--- src/rtl/async_tx_pkg.sv ---
package async_tx_pkg;

    typedef enum logic [2:0] {
        ST_IDLE,
        ST_START,
        ST_DATA,
        ST_PAR,
        ST_STOP
    } fr_state_e;

    // parity over the configured number of data bits
    function automatic logic char_parity(input logic [7:0] d,
                                         input logic [1:0] len,
                                         input logic even);
        logic [7:0] m;
        m = 8'hFF >> (3'd3 - {1'b0, len});
        return even ? (^(d & m)) : ~(^(d & m));
    endfunction

endpackage

--- src/rtl/tx_len_calc.sv ---
module tx_len_calc #(
    parameter int FAC_MID = 16,
    parameter int FAC_HI  = 64,
    parameter int CNT_W   = $clog2(2 * FAC_HI + 1)
) (
    input  logic [1:0]       baud,
    input  logic [1:0]       stop,
    output logic [CNT_W-1:0] bit_ticks,
    output logic [CNT_W-1:0] stop_ticks
);
    logic [CNT_W-1:0] fac;

    always_comb begin
        unique case (baud)
            2'b10:   fac = CNT_W'(FAC_MID);
            2'b11:   fac = CNT_W'(FAC_HI);
            default: fac = CNT_W'(1);
        endcase
        bit_ticks = fac;
        unique case (stop)
            2'b10:   stop_ticks = (fac == CNT_W'(1)) ? CNT_W'(2) : fac + (fac >> 1);
            2'b11:   stop_ticks = fac << 1;
            default: stop_ticks = fac;
        endcase
    end
endmodule

--- src/rtl/tx_hold_buf.sv ---
module tx_hold_buf #(
    parameter int DATA_W = 8
) (
    input  logic              clk,
    input  logic              rst_n,
    input  logic              wr_en,
    input  logic [DATA_W-1:0] wr_data,
    input  logic              take,
    output logic              full,
    output logic [DATA_W-1:0] data
);
    typedef struct packed {
        logic              full;
        logic [DATA_W-1:0] data;
    } hold_t;

    hold_t hold_d, hold_q;

    always_comb begin
        hold_d = hold_q;
        if (take) begin
            hold_d.full = 1'b0;
        end
        if (wr_en && !hold_q.full) begin
            hold_d.full = 1'b1;
            hold_d.data = wr_data;
        end
    end

    always_ff @(posedge clk or negedge rst_n) begin
        if (!rst_n) begin
            hold_q <= '0;
        end else begin
            hold_q <= hold_d;
        end
    end

    assign full = hold_q.full;
    assign data = hold_q.data;
endmodule

--- src/rtl/tx_framer.sv ---
module tx_framer
    import async_tx_pkg::*;
#(
    parameter int DATA_W = 8,
    parameter int CNT_W  = 8
) (
    input  logic              clk,
    input  logic              rst_n,
    input  logic              tick,
    input  logic              go_ok,
    input  logic              hold_full,
    input  logic [DATA_W-1:0] hold_data,
    input  logic [1:0]        len,
    input  logic              par_en,
    input  logic              par_even,
    input  logic [CNT_W-1:0]  bit_ticks,
    input  logic [CNT_W-1:0]  stop_ticks,
    input  logic              brk,
    output logic              take,
    output logic              busy,
    output logic              line
);
    localparam int IDX_W = $clog2(DATA_W);

    typedef struct packed {
        fr_state_e         state;
        logic [CNT_W-1:0]  cnt;
        logic [IDX_W-1:0]  bidx;
        logic [DATA_W-1:0] sh;
        logic              par;
        logic              fbit;
        logic              line;
    } fr_t;

    fr_t fr_d, fr_q;
    logic             start_ok;
    logic             do_load;
    logic             cell_end;
    logic [IDX_W-1:0] last_idx;

    always_comb begin
        fr_d     = fr_q;
        do_load  = 1'b0;
        start_ok = hold_full && go_ok;
        cell_end = (fr_q.cnt == bit_ticks - CNT_W'(1));
        last_idx = IDX_W'(len) + IDX_W'(4);
        if (tick) begin
            unique case (fr_q.state)
                ST_IDLE: begin
                    do_load = start_ok;
                end
                ST_START: begin
                    if (cell_end) begin
                        fr_d.state = ST_DATA;
                        fr_d.cnt   = '0;
                        fr_d.bidx  = '0;
                        fr_d.fbit  = fr_q.sh[0];
                    end else begin
                        fr_d.cnt = fr_q.cnt + CNT_W'(1);
                    end
                end
                ST_DATA: begin
                    if (cell_end) begin
                        fr_d.cnt = '0;
                        if (fr_q.bidx == last_idx) begin
                            if (par_en) begin
                                fr_d.state = ST_PAR;
                                fr_d.fbit  = fr_q.par;
                            end else begin
                                fr_d.state = ST_STOP;
                                fr_d.fbit  = 1'b1;
                            end
                        end else begin
                            fr_d.bidx = fr_q.bidx + IDX_W'(1);
                            fr_d.fbit = fr_q.sh[1];
                            fr_d.sh   = fr_q.sh >> 1;
                        end
                    end else begin
                        fr_d.cnt = fr_q.cnt + CNT_W'(1);
                    end
                end
                ST_PAR: begin
                    if (cell_end) begin
                        fr_d.state = ST_STOP;
                        fr_d.cnt   = '0;
                        fr_d.fbit  = 1'b1;
                    end else begin
                        fr_d.cnt = fr_q.cnt + CNT_W'(1);
                    end
                end
                ST_STOP: begin
                    if (fr_q.cnt == stop_ticks - CNT_W'(1)) begin
                        if (start_ok) begin
                            do_load = 1'b1;
                        end else begin
                            fr_d.state = ST_IDLE;
                            fr_d.cnt   = '0;
                        end
                    end else begin
                        fr_d.cnt = fr_q.cnt + CNT_W'(1);
                    end
                end
                default: begin
                    fr_d.state = ST_IDLE;
                    fr_d.fbit  = 1'b1;
                end
            endcase
        end
        if (do_load) begin
            fr_d.state = ST_START;
            fr_d.cnt   = '0;
            fr_d.bidx  = '0;
            fr_d.sh    = hold_data;
            fr_d.par   = char_parity(hold_data, len, par_even);
            fr_d.fbit  = 1'b0;
        end
        fr_d.line = brk ? 1'b0 : fr_d.fbit;
        take      = do_load;
    end

    always_ff @(posedge clk or negedge rst_n) begin
        if (!rst_n) begin
            fr_q       <= '0;
            fr_q.state <= ST_IDLE;
            fr_q.fbit  <= 1'b1;
            fr_q.line  <= 1'b1;
        end else begin
            fr_q <= fr_d;
        end
    end

    assign busy = (fr_q.state != ST_IDLE);
    assign line = fr_q.line;
endmodule

--- src/rtl/async_tx.sv ---
module async_tx #(
    parameter int DATA_W  = 8,
    parameter int FAC_MID = 16,
    parameter int FAC_HI  = 64
) (
    input  logic              clk,
    input  logic              rst_n,
    input  logic              tick,
    input  logic [1:0]        cfg_baud,
    input  logic [1:0]        cfg_len,
    input  logic              cfg_par_en,
    input  logic              cfg_par_even,
    input  logic [1:0]        cfg_stop,
    input  logic              tx_en,
    input  logic              cts_n,
    input  logic              send_break,
    input  logic              wr_en,
    input  logic [DATA_W-1:0] wr_data,
    output logic              txd,
    output logic              tx_rdy,
    output logic              tx_empty
);
    localparam int CNT_W = $clog2(2 * FAC_HI + 1);

    logic [CNT_W-1:0]  bit_ticks;
    logic [CNT_W-1:0]  stop_ticks;
    logic              hold_full;
    logic [DATA_W-1:0] hold_data;
    logic              take;
    logic              busy;

    tx_len_calc #(
        .FAC_MID(FAC_MID),
        .FAC_HI (FAC_HI),
        .CNT_W  (CNT_W)
    ) i_len (
        .baud      (cfg_baud),
        .stop      (cfg_stop),
        .bit_ticks (bit_ticks),
        .stop_ticks(stop_ticks)
    );

    tx_hold_buf #(
        .DATA_W(DATA_W)
    ) i_hold (
        .clk    (clk),
        .rst_n  (rst_n),
        .wr_en  (wr_en),
        .wr_data(wr_data),
        .take   (take),
        .full   (hold_full),
        .data   (hold_data)
    );

    tx_framer #(
        .DATA_W(DATA_W),
        .CNT_W (CNT_W)
    ) i_framer (
        .clk       (clk),
        .rst_n     (rst_n),
        .tick      (tick),
        .go_ok     (tx_en && !cts_n),
        .hold_full (hold_full),
        .hold_data (hold_data),
        .len       (cfg_len),
        .par_en    (cfg_par_en),
        .par_even  (cfg_par_even),
        .bit_ticks (bit_ticks),
        .stop_ticks(stop_ticks),
        .brk       (send_break),
        .take      (take),
        .busy      (busy),
        .line      (txd)
    );

    assign tx_rdy   = !hold_full;
    assign tx_empty = !hold_full && !busy;
endmodule

--- config.mk ---
export PLATFORM = sky130hd
export DESIGN_NAME = async_tx
export DESIGN_NICKNAME = d
export VERILOG_FILES = /design/src/rtl/async_tx_pkg.sv /design/src/rtl/tx_len_calc.sv /design/src/rtl/tx_hold_buf.sv /design/src/rtl/tx_framer.sv /design/src/rtl/async_tx.sv
export SDC_FILE = /design/constraint.sdc
export NUM_CORES = 1
export LEC_CHECK = 0
export BUFFER_PORTS_ARGS = -buffer_cell sky130_fd_sc_hd__buf_4
export CAP_MARGIN = 20
export CELL_PAD_IN_SITES_DETAIL_PLACEMENT = 1
export CELL_PAD_IN_SITES_GLOBAL_PLACEMENT = 2
export CORE_UTILIZATION = 38
export CTS_BUF_LIST = sky130_fd_sc_hd__clkbuf_16
export CTS_CLUSTER_DIAMETER = 150
export DETAILED_ROUTE_END_ITERATION = 10
export PLACE_DENSITY_LB_ADDON = 0.2
export SETUP_SLACK_MARGIN = 0.02
export SYNTH_ARGS = -nofsm -noshare
export SYNTH_HDL_FRONTEND = slang
export SYNTH_HIERARCHICAL = 1
export SYNTH_SLANG_ARGS = --single-unit
--- constraint.sdc ---
create_clock -name clk -period 2.8 [get_ports clk]
set_input_delay 0.56 -clock clk [delete_from_list [all_inputs] [get_ports clk]]
set_output_delay 0.56 -clock clk [all_outputs]
set_load 0.005 [all_outputs]
==> results.cfg, run 1 <==
[clock_network]
cts_max_path_buffers = 2
cts_tree = yes
postCtsHoldBufs = 0
htreeDepth = 2
numCtsBuffers = 5
clockRootBuffer = clkbuf_16
cts.sinks = 34
clk_latency_ps = 280
clkTransAtPathRegs_ps = 50

[worst_setup_path]
r2r-end = i_framer/fr_q[4]
worstSetupEndpointType = flop
critPathArrivalTime_ps = 3040
critPathCapture = i_framer/fr_q[10]
crit_chain = buf_6, xor2_1, and3_1, or4_4, or4_4, a2111oi_4, o2111ai_4, a21o_4, clkinv_4, o21a_4, o21ai_1
required_ps = 2960
r2r_start = i_framer/fr_q[19]
cp_slowest_stage_delay_ps = 440
cp.buffers_inverters = 2
crit_top_cell = or4_4
cp_slowest_cell = or4_4
reg2reg_slack_ps = 210
crit_cells = 11
critPathLaunchType = primary input
reg2reg_depth = 7
crit_start = cfg_stop[0]
worstSetupPathType = primary input to flop
cp_max_fo = 8
path_delay_family = compound AO/OA/AOI/OAI gates

[layout]
mostFrequentLayoutCells = 59 x buf_4, 32 x dfrtp_1, 21 x nand2_1, 17 x xnor2_1
nNetsFinal = 362
flow.area_growth_from_synthesis_pct = 32.8
fillers = 743
finish.utilization_pct = 53.2
antennaDiodeCount = 0
drive_gt1_share_pct = 38.1
final_common_cell = buf_4
final_area_um2 = 3460
instances_no_fill = 413

[grt]
antenna_found_initial = 0
grt_overflow = 0
grt_pass1_wl_mm = 12.1
grt_pass1_vias = 2458
grt.total_usage_pct = 21.6
grt_max_degree = 35

[drt]
antenna_left = 0
firstDrtPassIters = 6
routed_wl_mm = 7.05
first_iter_violations = 43
wl_per_cell_um = 17.1
num_vias = 2250
viasPerCell = 5.45
drc = 0

[outcome]
outcome = complete, but fails checks
violations = setup timing

[yosys]
synthArstFlopShare_pct = 100
yosys_warnings = 6
syn_avg_cell_area_um2 = 9.53
synth_area_leaders = dfrtp_1 31%, xnor2_1 5.7%, xor2_1 4.7%, mux2_4 4.6%, a2bb2oi_2 4.0%
netlist_area_um2 = 2600
yosysTopAreaCellShare_pct = 30.8
ys_ff_latch = 34
synth_edf_count = 0
yosysTopAreaCell = dfrtp_1
seq_area_frac_synth_pct = 32.8
synthDistinctLibCells = 58
synth_top_flop_cell = dfrtp_1
syn_inst = 273

[worst_hold_path]
hold_class = primary input to asynchronous set/reset pin

[power]
ir_drop_v = 0.000632
finalPower_mw = 2.72
p_leak_nw = 1.53
p_per_area_nw_per_um2 = 786

[floorplan]
die_area_um2 = 7180
die_h_um = 84.8
io_pins = 26
coreArea_um2 = 6490
row_count = 29
start_util_pct = 40.1
die_w_um = 84.8

[timing]
fin_tns_setup_ps = -770
rsz0062_at_grt = yes
final.period_utilization_pct = 103
tightest_slew_ps = 627
fin_skew_ps = 1.80
min_period_ps = 2880
max_freq_mhz = 347
setup_slack_ps = -79.2
hold_violations = 0
setup_viol = 17
max_slew_margin_pct = 58.0
maxSlewViolCount = 0

[job]
cap_violations = 0

[place]
gp_congestion = 0.793
port_buffers = 25
placed_cell_area_um2 = 3140
dp_cells = 399
dp_hpwl_mm = 5.07
## metrics by stage
step	setup slack (ps)	hold WS, ps
6_report	-79.2	229
5_1_grt	-181	267
4_1_cts	-67.5	241
3_5_place_dp	-429	517
3_3_place_gp	-359	470
2_1_floorplan	-168	264
## per-layer routing
layer / track usage (%) / up-vias / wire length [um]
met5: 0 / - / 0
met4: 6.93 / 0 / 125
met3: 2.95 / 10 / 117
met2: 41.3 / 27 / 3780
met1: 24.5 / 1112 / 3020
li1: - / 1101 / -
## area by class of cell
| class | count | area, um2 | area share [%] |
|---|---|---|---|
| clock buffers | 5 | 125 | 3.62 |
| flip-flops and latches | 34 | 853 | 24.7 |
| repair buffers | 65 | 510 | 14.8 |
| well taps | 77 | 96.3 | 2.79 |
| clock inverters | 3 | 63.8 | 1.85 |
| inverters | 17 | 72.6 | 2.10 |
| multi-input cells | 212 | 1740 | 50.2 |
## registers in the layout, indices dropped and copies added (netlist names)
name and count:
i_hold/data 8, i_framer/fr_q 24, i_hold/full 1, i_framer/line 1
## worst min-delay path by stage
stage                           from                end
floorplan                      rst_n  i_framer/fr_q[10]
global placement    i_framer/fr_q[2]   i_framer/fr_q[2]
detailed placement  i_framer/fr_q[2]   i_framer/fr_q[2]
CTS                            rst_n   i_framer/fr_q[8]
global route                   rst_n     i_hold/data[3]
finish                         rst_n     i_hold/data[3]
## timing repair
| action | CTS | global route |
|---|---|---|
| gates resized for setup | 8 | 12 |
| pin swaps | 4 | 2 |
| setup buffers | 4 | 1 |
| gates cloned | 1 | 0 |
| endpoints found under the setup margin | 21 | 25 |
## report_power, final
| part | leakage [nW] | internal, mW | switching [mW] |
|---|---|---|---|
| registers | 0.419 | 0.679 | 0.192 |
| logic | 1.02 | 0.606 | 0.527 |
| clock network | 0.0915 | 0.507 | 0.206 |
| total | 1.53 | 1.79 | 0.925 |
## cells in the mapped netlist (2+ instances only)
master / n
nand3_1: 11
o211ai_1: 2
nor3b_1: 5
a21oi_1: 11
o31ai_1: 2
xnor2_1: 17
xor2_1: 14
or4_4: 2
a2bb2oi_2: 7
clkbuf_1: 4
nor4_1: 2
nand2b_1: 6
a211o_2: 2
a21o_1: 5
nand2_1: 21
buf_4: 7
a41oi_1: 2
nor2b_1: 4
a211oi_1: 2
nor3_1: 7
dfrtp_1: 32
nor2_1: 12
and3_1: 4
nand4_1: 3
inv_1: 16
clkbuf_8: 2
o21a_1: 2
o21ai_0: 12
buf_6: 3
mux2_4: 8
ha_1: 4
nand3b_1: 3
mux2i_1: 2
o32ai_1: 7
dfstp_2: 2
o21bai_1: 6
## cells by family (layout without fill, tap and decap cells)
logic type	after synthesis	count (layout)	synth area share (%)
muxes	11	11	5.82
AOI/OAI and AO/OA	73	74	23.2
xor gates and xnor gates	31	31	10.4
DFF	34	34	32.8
other	1	6	0.144
buffers and inverters	33	90	7.60
adders and majority gates	4	4	1.92
and+or+nand+nor	86	86	18.1
Note: power is estimated with default switching activity, not from simulation.
==> inputs of run 2 (changes only) <==
--- a/config.mk
+++ b/config.mk
@@ -5,11 +5,12 @@
 export SDC_FILE = /design/constraint.sdc
 export NUM_CORES = 1
 export LEC_CHECK = 0
+export ABC_AREA = 1
 export BUFFER_PORTS_ARGS = -buffer_cell sky130_fd_sc_hd__buf_4
 export CAP_MARGIN = 20
 export CELL_PAD_IN_SITES_DETAIL_PLACEMENT = 1
 export CELL_PAD_IN_SITES_GLOBAL_PLACEMENT = 2
-export CORE_UTILIZATION = 38
+export CORE_UTILIZATION = 33
 export CTS_BUF_LIST = sky130_fd_sc_hd__clkbuf_16
 export CTS_CLUSTER_DIAMETER = 150
 export DETAILED_ROUTE_END_ITERATION = 10
@@ -17,5 +18,4 @@
 export SETUP_SLACK_MARGIN = 0.02
 export SYNTH_ARGS = -nofsm -noshare
 export SYNTH_HDL_FRONTEND = slang
-export SYNTH_HIERARCHICAL = 1
 export SYNTH_SLANG_ARGS = --single-unit
==> run 2 against run 1 <==
The flow now finishes without violations. Via count fell by 3.1%. Final area fell by 20%. Flip-flop and latch count did not move. Non-clock buffer count fell by 39. Critical path depth rose by 5. Combinational power barely moved. Sequential power fell by 0.8%. Register-to-register slack improved by 600 ps. Synthesized cell count rose by 22%. Clock power fell by 27%. Largest cell class unchanged. Largest power group unchanged.
==> results.cfg, run 2 <==
[outcome]
outcome = finished clean

[yosys]
yosysTopAreaCellShare_pct = 34.4
ys_ff_latch = 34
syn_inst = 332
synthTopCellsByCount = 117 x nand2_1, 40 x nand3_1, 33 x inv_1
synthArstFlopShare_pct = 100
synth_area_leaders = dfrtp_1 34%, nand2_1 19%, nand3_1 8.6%, inv_1 5.3%, nor2_1 4.5%
yosysTopAreaCell = dfrtp_1
syn_avg_cell_area_um2 = 7.00
netlist_area_um2 = 2320
yosysMostFrequentCell = nand2_1
seq_area_frac_synth_pct = 36.7
synth_nets = 357
yosys_warnings = 0
synth_top_flop_cell = dfrtp_1
synth_edf_count = 0
synthDistinctLibCells = 33

[floorplan]
row_count = 30
die_area_um2 = 7380
die_h_um = 85.9
die_w_um = 85.9
coreArea_um2 = 6790
start_util_pct = 34.2
io_pins = 26

[timing]
max_freq_mhz = 489
hold_violations = 0
min_period_ps = 2050
rsz0062_at_grt = no
maxSlewViolCount = 0
max_slew_margin_pct = 68.9
fin_skew_ps = 6.07
final.period_utilization_pct = 73.1
fin_tns_setup_ps = 0
tightest_slew_ps = 466
setup_viol = 0

[place]
dp_hpwl_mm = 4.76
gp_congestion = 0.822
port_buffers = 25

[worst_setup_path]
cp_max_fo = 26
worstSetupPathType = primary input to flop
critPathArrivalTime_ps = 2260
critPathLaunchType = primary input
required_ps = 3010
worstSetupEndpointType = flop

[drt]
wl_per_cell_um = 13.4
firstDrtPassIters = 4
first_iter_violations = 41
num_vias = 2180
routed_wl_mm = 6.15
drc = 0
viasPerCell = 4.76
antenna_left = 0

[layout]
nNetsFinal = 386
flow.area_growth_from_synthesis_pct = 18.2
drive_gt1_share_pct = 16.9
mostFrequentLayoutCells = 117 x nand2_1, 40 x nand3_1, 33 x inv_1, 32 x dfrtp_1, 28 x nor2_1
antennaDiodeCount = 0
final_common_cell = nand2_1
top_register = i_framer.fr_q
largest_reg_flops = 24

[power]
finalPower_mw = 2.48
internal_power_mw = 1.44
p_clk_share_pct = 20.9
pwr-share-seq_pct = 34.8
p_sw_share_pct = 42.1
p_per_area_nw_per_um2 = 904
switchingPower_mw = 1.05
p_leak_nw = 1.44
ir_drop_v = 0.000489
power_frac_comb_pct = 44.3

[clock_network]
post_cts_buffers = 0
clk_latency_ps = 280
post_cts_resized = 0
postCtsHoldBufs = 0
cts_tree = yes
numCtsBuffers = 5
htreeDepth = 2
cts_max_path_buffers = 2
clockRootBuffer = clkbuf_16
clkTransAtPathRegs_ps = 50
cts.sinks = 34

[grt]
grt_pass1_vias = 2187
grt.total_usage_pct = 18.0
antenna_found_initial = 0
grt_max_degree = 35
grt_overflow = 0
grt_pass1_wl_mm = 10.4

[job]
cap_violations = 0

[worst_hold_path]
hold_class = primary input to asynchronous set/reset pin
[run 2: cell count changes in the layout (fill, tap and decap cells not counted), moves of 6 or more]
cell / delta
xor2_1: -8
mux2_2: +6
conb_1: -6
a2bb2oi_2: -7
buf_4: -33
mux2_4: -8
nand2_1: +96
buf_6: -6
xnor2_1: -11
nand3_1: +31
inv_1: +19
o21bai_1: -6
nor2_1: +16
[run 2: worst paths after layout]
path                                         from           endpoint  slack, ps  cells after the start
worst max register to register  i_framer.fr_q[16]   i_framer.fr_q[4]        810                     14
max in group asynchronous                   rst_n   i_framer.fr_q[1]       2230                      1
worst min register to register  i_framer.fr_q[10]  i_framer.fr_q[10]        470                      2
min in group clk                       send_break      i_framer.line        400                      2
worst min-delay path                        rst_n  i_framer.fr_q[23]        230                      1
worst max-delay path                  cfg_baud[1]   i_framer.fr_q[4]        750                     16
[run 2: cell families after synthesis]
logic type	Yosys count	share of synthesized area (%)
DFF	34	36.7
AOI/OAI and AO/OA	29	6.62
buffers and inverters	43	7.70
and+or+nand+nor	204	39.3
xor gates and xnor gates	13	5.22
muxes	7	3.39
adders and majority gates	2	1.08
[run 2: layout make-up]
cell class	count	area (um2)
flip-flops and latches	34	853
fillers	894	4050
clock inverters	3	11.3
well taps	96	120
repair buffers	26	195
inverters	39	151
clock buffers	5	125
multi-input cells	255	1290
[run 2: power by group through the flow]
| stage | logic [mW] | registers (mW) | clock network, mW |
|---|---|---|---|
| 6_report | 1.10 | 0.864 | 0.520 |
| 5_1_grt | 1.27 | 0.892 | 0.556 |
| 4_1_cts | 1.12 | 0.869 | 0.533 |
| 3_5_place_dp | 1.11 | 0.876 | 0 |
| 3_3_place_gp | 1.09 | 0.871 | 0 |
| 2_1_floorplan | 0.860 | 0.808 | 0 |
[run 2: worst max-delay path: stages]
cell,delay (ps)
buf_4,150
nand2_1,140
clkinv_1,120
nand2_1,80
nand2_1,50
nand2_1,50
nand2_1,60
nor2_2,160
nand2_4,130
nand2_8,110
nand2_4,190
nand2_2,150
nand2_4,100
clkinv_4,90
nand2_1,60
nand2_1,60
[run 2: per-layer routing]
layer	wire, um	share of wire, %	track usage (%)
met1	2850	46	22.5
met5	0	0	0
met3	134	2.2	2.69
met4	63	1.0	4.55
met2	3100	50	32.3
[run 2: stage by stage]
stage          utilization, %  area, um2  worst slack (ps)  hold WS (ps)  std cells
2_1_floorplan               -       2320               946           264        332
3_3_place_gp             38.5       2610               525           460        450
3_5_place_dp             38.5       2610               466           464        450
4_1_cts                  40.5       2750               736           260        458
5_1_grt                  40.5       2750               509           277        458
6_report                 40.5       2750               754           233        458
==> inputs of run 3 (changes only) <==
--- a/config.mk
+++ b/config.mk
@@ -5,12 +5,12 @@
 export SDC_FILE = /design/constraint.sdc
 export NUM_CORES = 1
 export LEC_CHECK = 0
-export ABC_AREA = 1
+export ABC_AREA = 0
 export BUFFER_PORTS_ARGS = -buffer_cell sky130_fd_sc_hd__buf_4
 export CAP_MARGIN = 20
 export CELL_PAD_IN_SITES_DETAIL_PLACEMENT = 1
 export CELL_PAD_IN_SITES_GLOBAL_PLACEMENT = 2
-export CORE_UTILIZATION = 33
+export CORE_UTILIZATION = 37
 export CTS_BUF_LIST = sky130_fd_sc_hd__clkbuf_16
 export CTS_CLUSTER_DIAMETER = 150
 export DETAILED_ROUTE_END_ITERATION = 10
==> constraint.sdc (replaced) <==
create_clock -name clk -period 1.9 [get_ports clk]
set_input_delay 0.38 -clock clk [delete_from_list [all_inputs] [get_ports clk]]
set_output_delay 0.38 -clock clk [all_outputs]
set_load 0.005 [all_outputs]
==> run 3 against run 2 <==
The run now ends with setup timing left. Global-route usage grew 4.5 points. Clock power increased by 74%. Register-to-register slack got worse by 1100 ps. Non-clock buffer count increased by 42. Sequential power increased by 52%. Wire length is 11% higher. Power is 89% higher. Flip-flop and latch count unchanged. Critical path depth shrank 10. Cell count fell by 17%. Clock skew is 0.70 ps lower. First-iteration DRC count grew to 2.8 times the previous value. Largest cell class unchanged. Highest routed layer unchanged.
==> results.cfg, run 3 <==
[floorplan]
start_util_pct = 38.6
die_w_um = 80.8
die_h_um = 80.8
die_area_um2 = 6530
row_count = 28
coreArea_um2 = 5960
io_pins = 26

[clock_network]
numCtsBuffers = 5
cts.sinks = 34
cts_max_path_buffers = 2
clockRootBuffer = clkbuf_16
postCtsHoldBufs = 0
clk_latency_ps = 280
htreeDepth = 2
clkTransAtPathRegs_ps = 50
cts_tree = yes

[worst_setup_path]
cp_max_fo = 5
critPathLaunchType = flop
critPathArrivalTime_ps = 2330
crit_chain = or4_4, a211o_1, a21oi_4, o221ai_2, nor2_2, mux2_4
cp_slowest_stage_delay_ps = 530
worstSetupPathType = flop to flop
cp_slowest_cell = or4_4
reg2reg_depth = 6
worstSetupEndpointType = flop
required_ps = 2060

[place]
pre_cts_slack_ps = -429
port_buffers = 25
dp_cells = 363
placed_cell_area_um2 = 2780
dp_hpwl_mm = 4.73
gp_congestion = 0.756

[yosys]
yosys_warnings = 0
ys_ff_latch = 34
syn_inst = 242
yosysTopAreaCellShare_pct = 34.8
netlist_area_um2 = 2300
synth_nets = 267
synth_area_leaders = dfrtp_1 35%, mux2_2 6.4%, xnor2_1 4.2%, nor2_1 4.1%, o2bb2ai_1 3.8%
synth_edf_count = 0
yosysMostFrequentCell = dfrtp_1
seq_area_frac_synth_pct = 37.1
yosysTopAreaCell = dfrtp_1
syn_avg_cell_area_um2 = 9.50
synthTopCellsByCount = 32 x dfrtp_1, 25 x nor2_1, 15 x o21ai_0
synthArstFlopShare_pct = 100
synthDistinctLibCells = 64
synth_top_flop_cell = dfrtp_1

[layout]
antennaDiodeCount = 0
finish.utilization_pct = 53.4
drive_gt1_share_pct = 41.0
fillers = 700
mostFrequentLayoutCells = 60 x buf_4, 32 x dfrtp_1, 23 x nor2_1
final_common_cell = buf_4
flow.area_growth_from_synthesis_pct = 38.3
top_register = i_framer.fr_q
nNetsFinal = 331
largest_reg_flops = 24
instances_no_fill = 382
final_area_um2 = 3180

[grt]
grt_pass1_wl_mm = 10.8
use_met3_pct = 3.82
grt_overflow = 0
met2_usage_pct = 36.3
grt.total_usage_pct = 22.5
grt_max_degree = 35
antenna_found_initial = 0
grt_pass1_vias = 2109
grt.met1_usage_pct = 31.2
grt.busiest_layer = met2

[drt]
first_iter_violations = 114
drc = 0
viasPerCell = 5.61
routed_wl_mm = 6.83
firstDrtPassIters = 4
antenna_left = 0
wl_per_cell_um = 17.9
num_vias = 2143

[timing]
tightest_slew_ps = 505
worst_hold_slack_ps = 67.6
final.period_utilization_pct = 114
rsz0062_at_grt = yes
min_period_ps = 2170
max_slew_margin_pct = 65.9
fin_tns_setup_ps = -4880
maxSlewViolCount = 0
setup_slack_ps = -271
max_freq_mhz = 461
hold_violations = 0
setup_viol = 26
fin_skew_ps = 5.37

[outcome]
outcome = complete, but fails checks
violations = setup timing

[power]
p_leak_nw = 1.36
finalPower_mw = 4.70
p_per_area_nw_per_um2 = 1480
ir_drop_v = 0.000687

[job]
cap_violations = 0

[worst_hold_path]
hold_class = primary input to asynchronous set/reset pin
-- run 3: timing repair --
item,in CTS,in global routing
setup endpoints to repair,26,26
gates resized for setup,23,9
buffers inserted,8,1
cloned,2,0
endpoints found under the hold margin,0,0
pin swaps,10,10
-- run 3: power by group --
part | switching, mW | internal, mW
combinational | 1.23 | 1.25
sequential | 0.274 | 1.04
clock | 0.298 | 0.609
-- run 3: cells by family (layout without fill, tap and decap cells) --
family                   count (synthesis)  count (layout)  share of synthesized area (%)
AO/OA/AOI/OAI                           84              85                           27.7
XOR/XNOR                                13              13                           4.95
adder cells (fa/ha/maj)                  2               2                           1.09
buffers and inverters                   20              84                           5.28
flip-flops                              34              34                           37.1
multiplexers                            14              14                           6.80
AND/OR/NAND/NOR                         75              75                           17.1
-- run 3: critical path: cells and delay by family, from the launching register on --
| family | cells | cell delay, ps |
|---|---|---|
| AO/OA/AOI/OAI | 3 | 710 |
| multiplexers | 1 | 300 |
| AND/OR/NAND/NOR | 2 | 660 |
| flip-flops | 1 | 370 |
-- run 3: path summary, 6_finish.rpt --
check / slack [ps] / start / end
max: -270 / i_framer.fr_q[16] / i_framer.fr_q[24]
min: 70 / rst_n / i_framer.fr_q[23]
max reg2reg: -270 / i_framer.fr_q[16] / i_framer.fr_q[24]
min reg2reg: 520 / i_framer.fr_q[3] / i_framer.fr_q[3]
max in group asynchronous: 1470 / rst_n / i_framer.line
min in group clk: 220 / send_break / i_framer.line
-- run 3: metal layers --
layer  vias up  part of all wire [%]
met4         0                   1.1
met1      1071                    47
li1       1035                     -
met5         -                     0
met2        30                    49
met3         7                   2.8
-- run 3: layout make-up --
type                    instances  area (um2)  share of cell area, %
clock buffers                   5         125                   3.94
clock inverters                 3        37.5                   1.18
inverters                       8        30.0                  0.945
multi-input cells             189        1470                   46.3
flip-flops and latches         34         853                   26.9
well taps                      75        93.8                   2.95
repair buffers                 68         566                   17.8
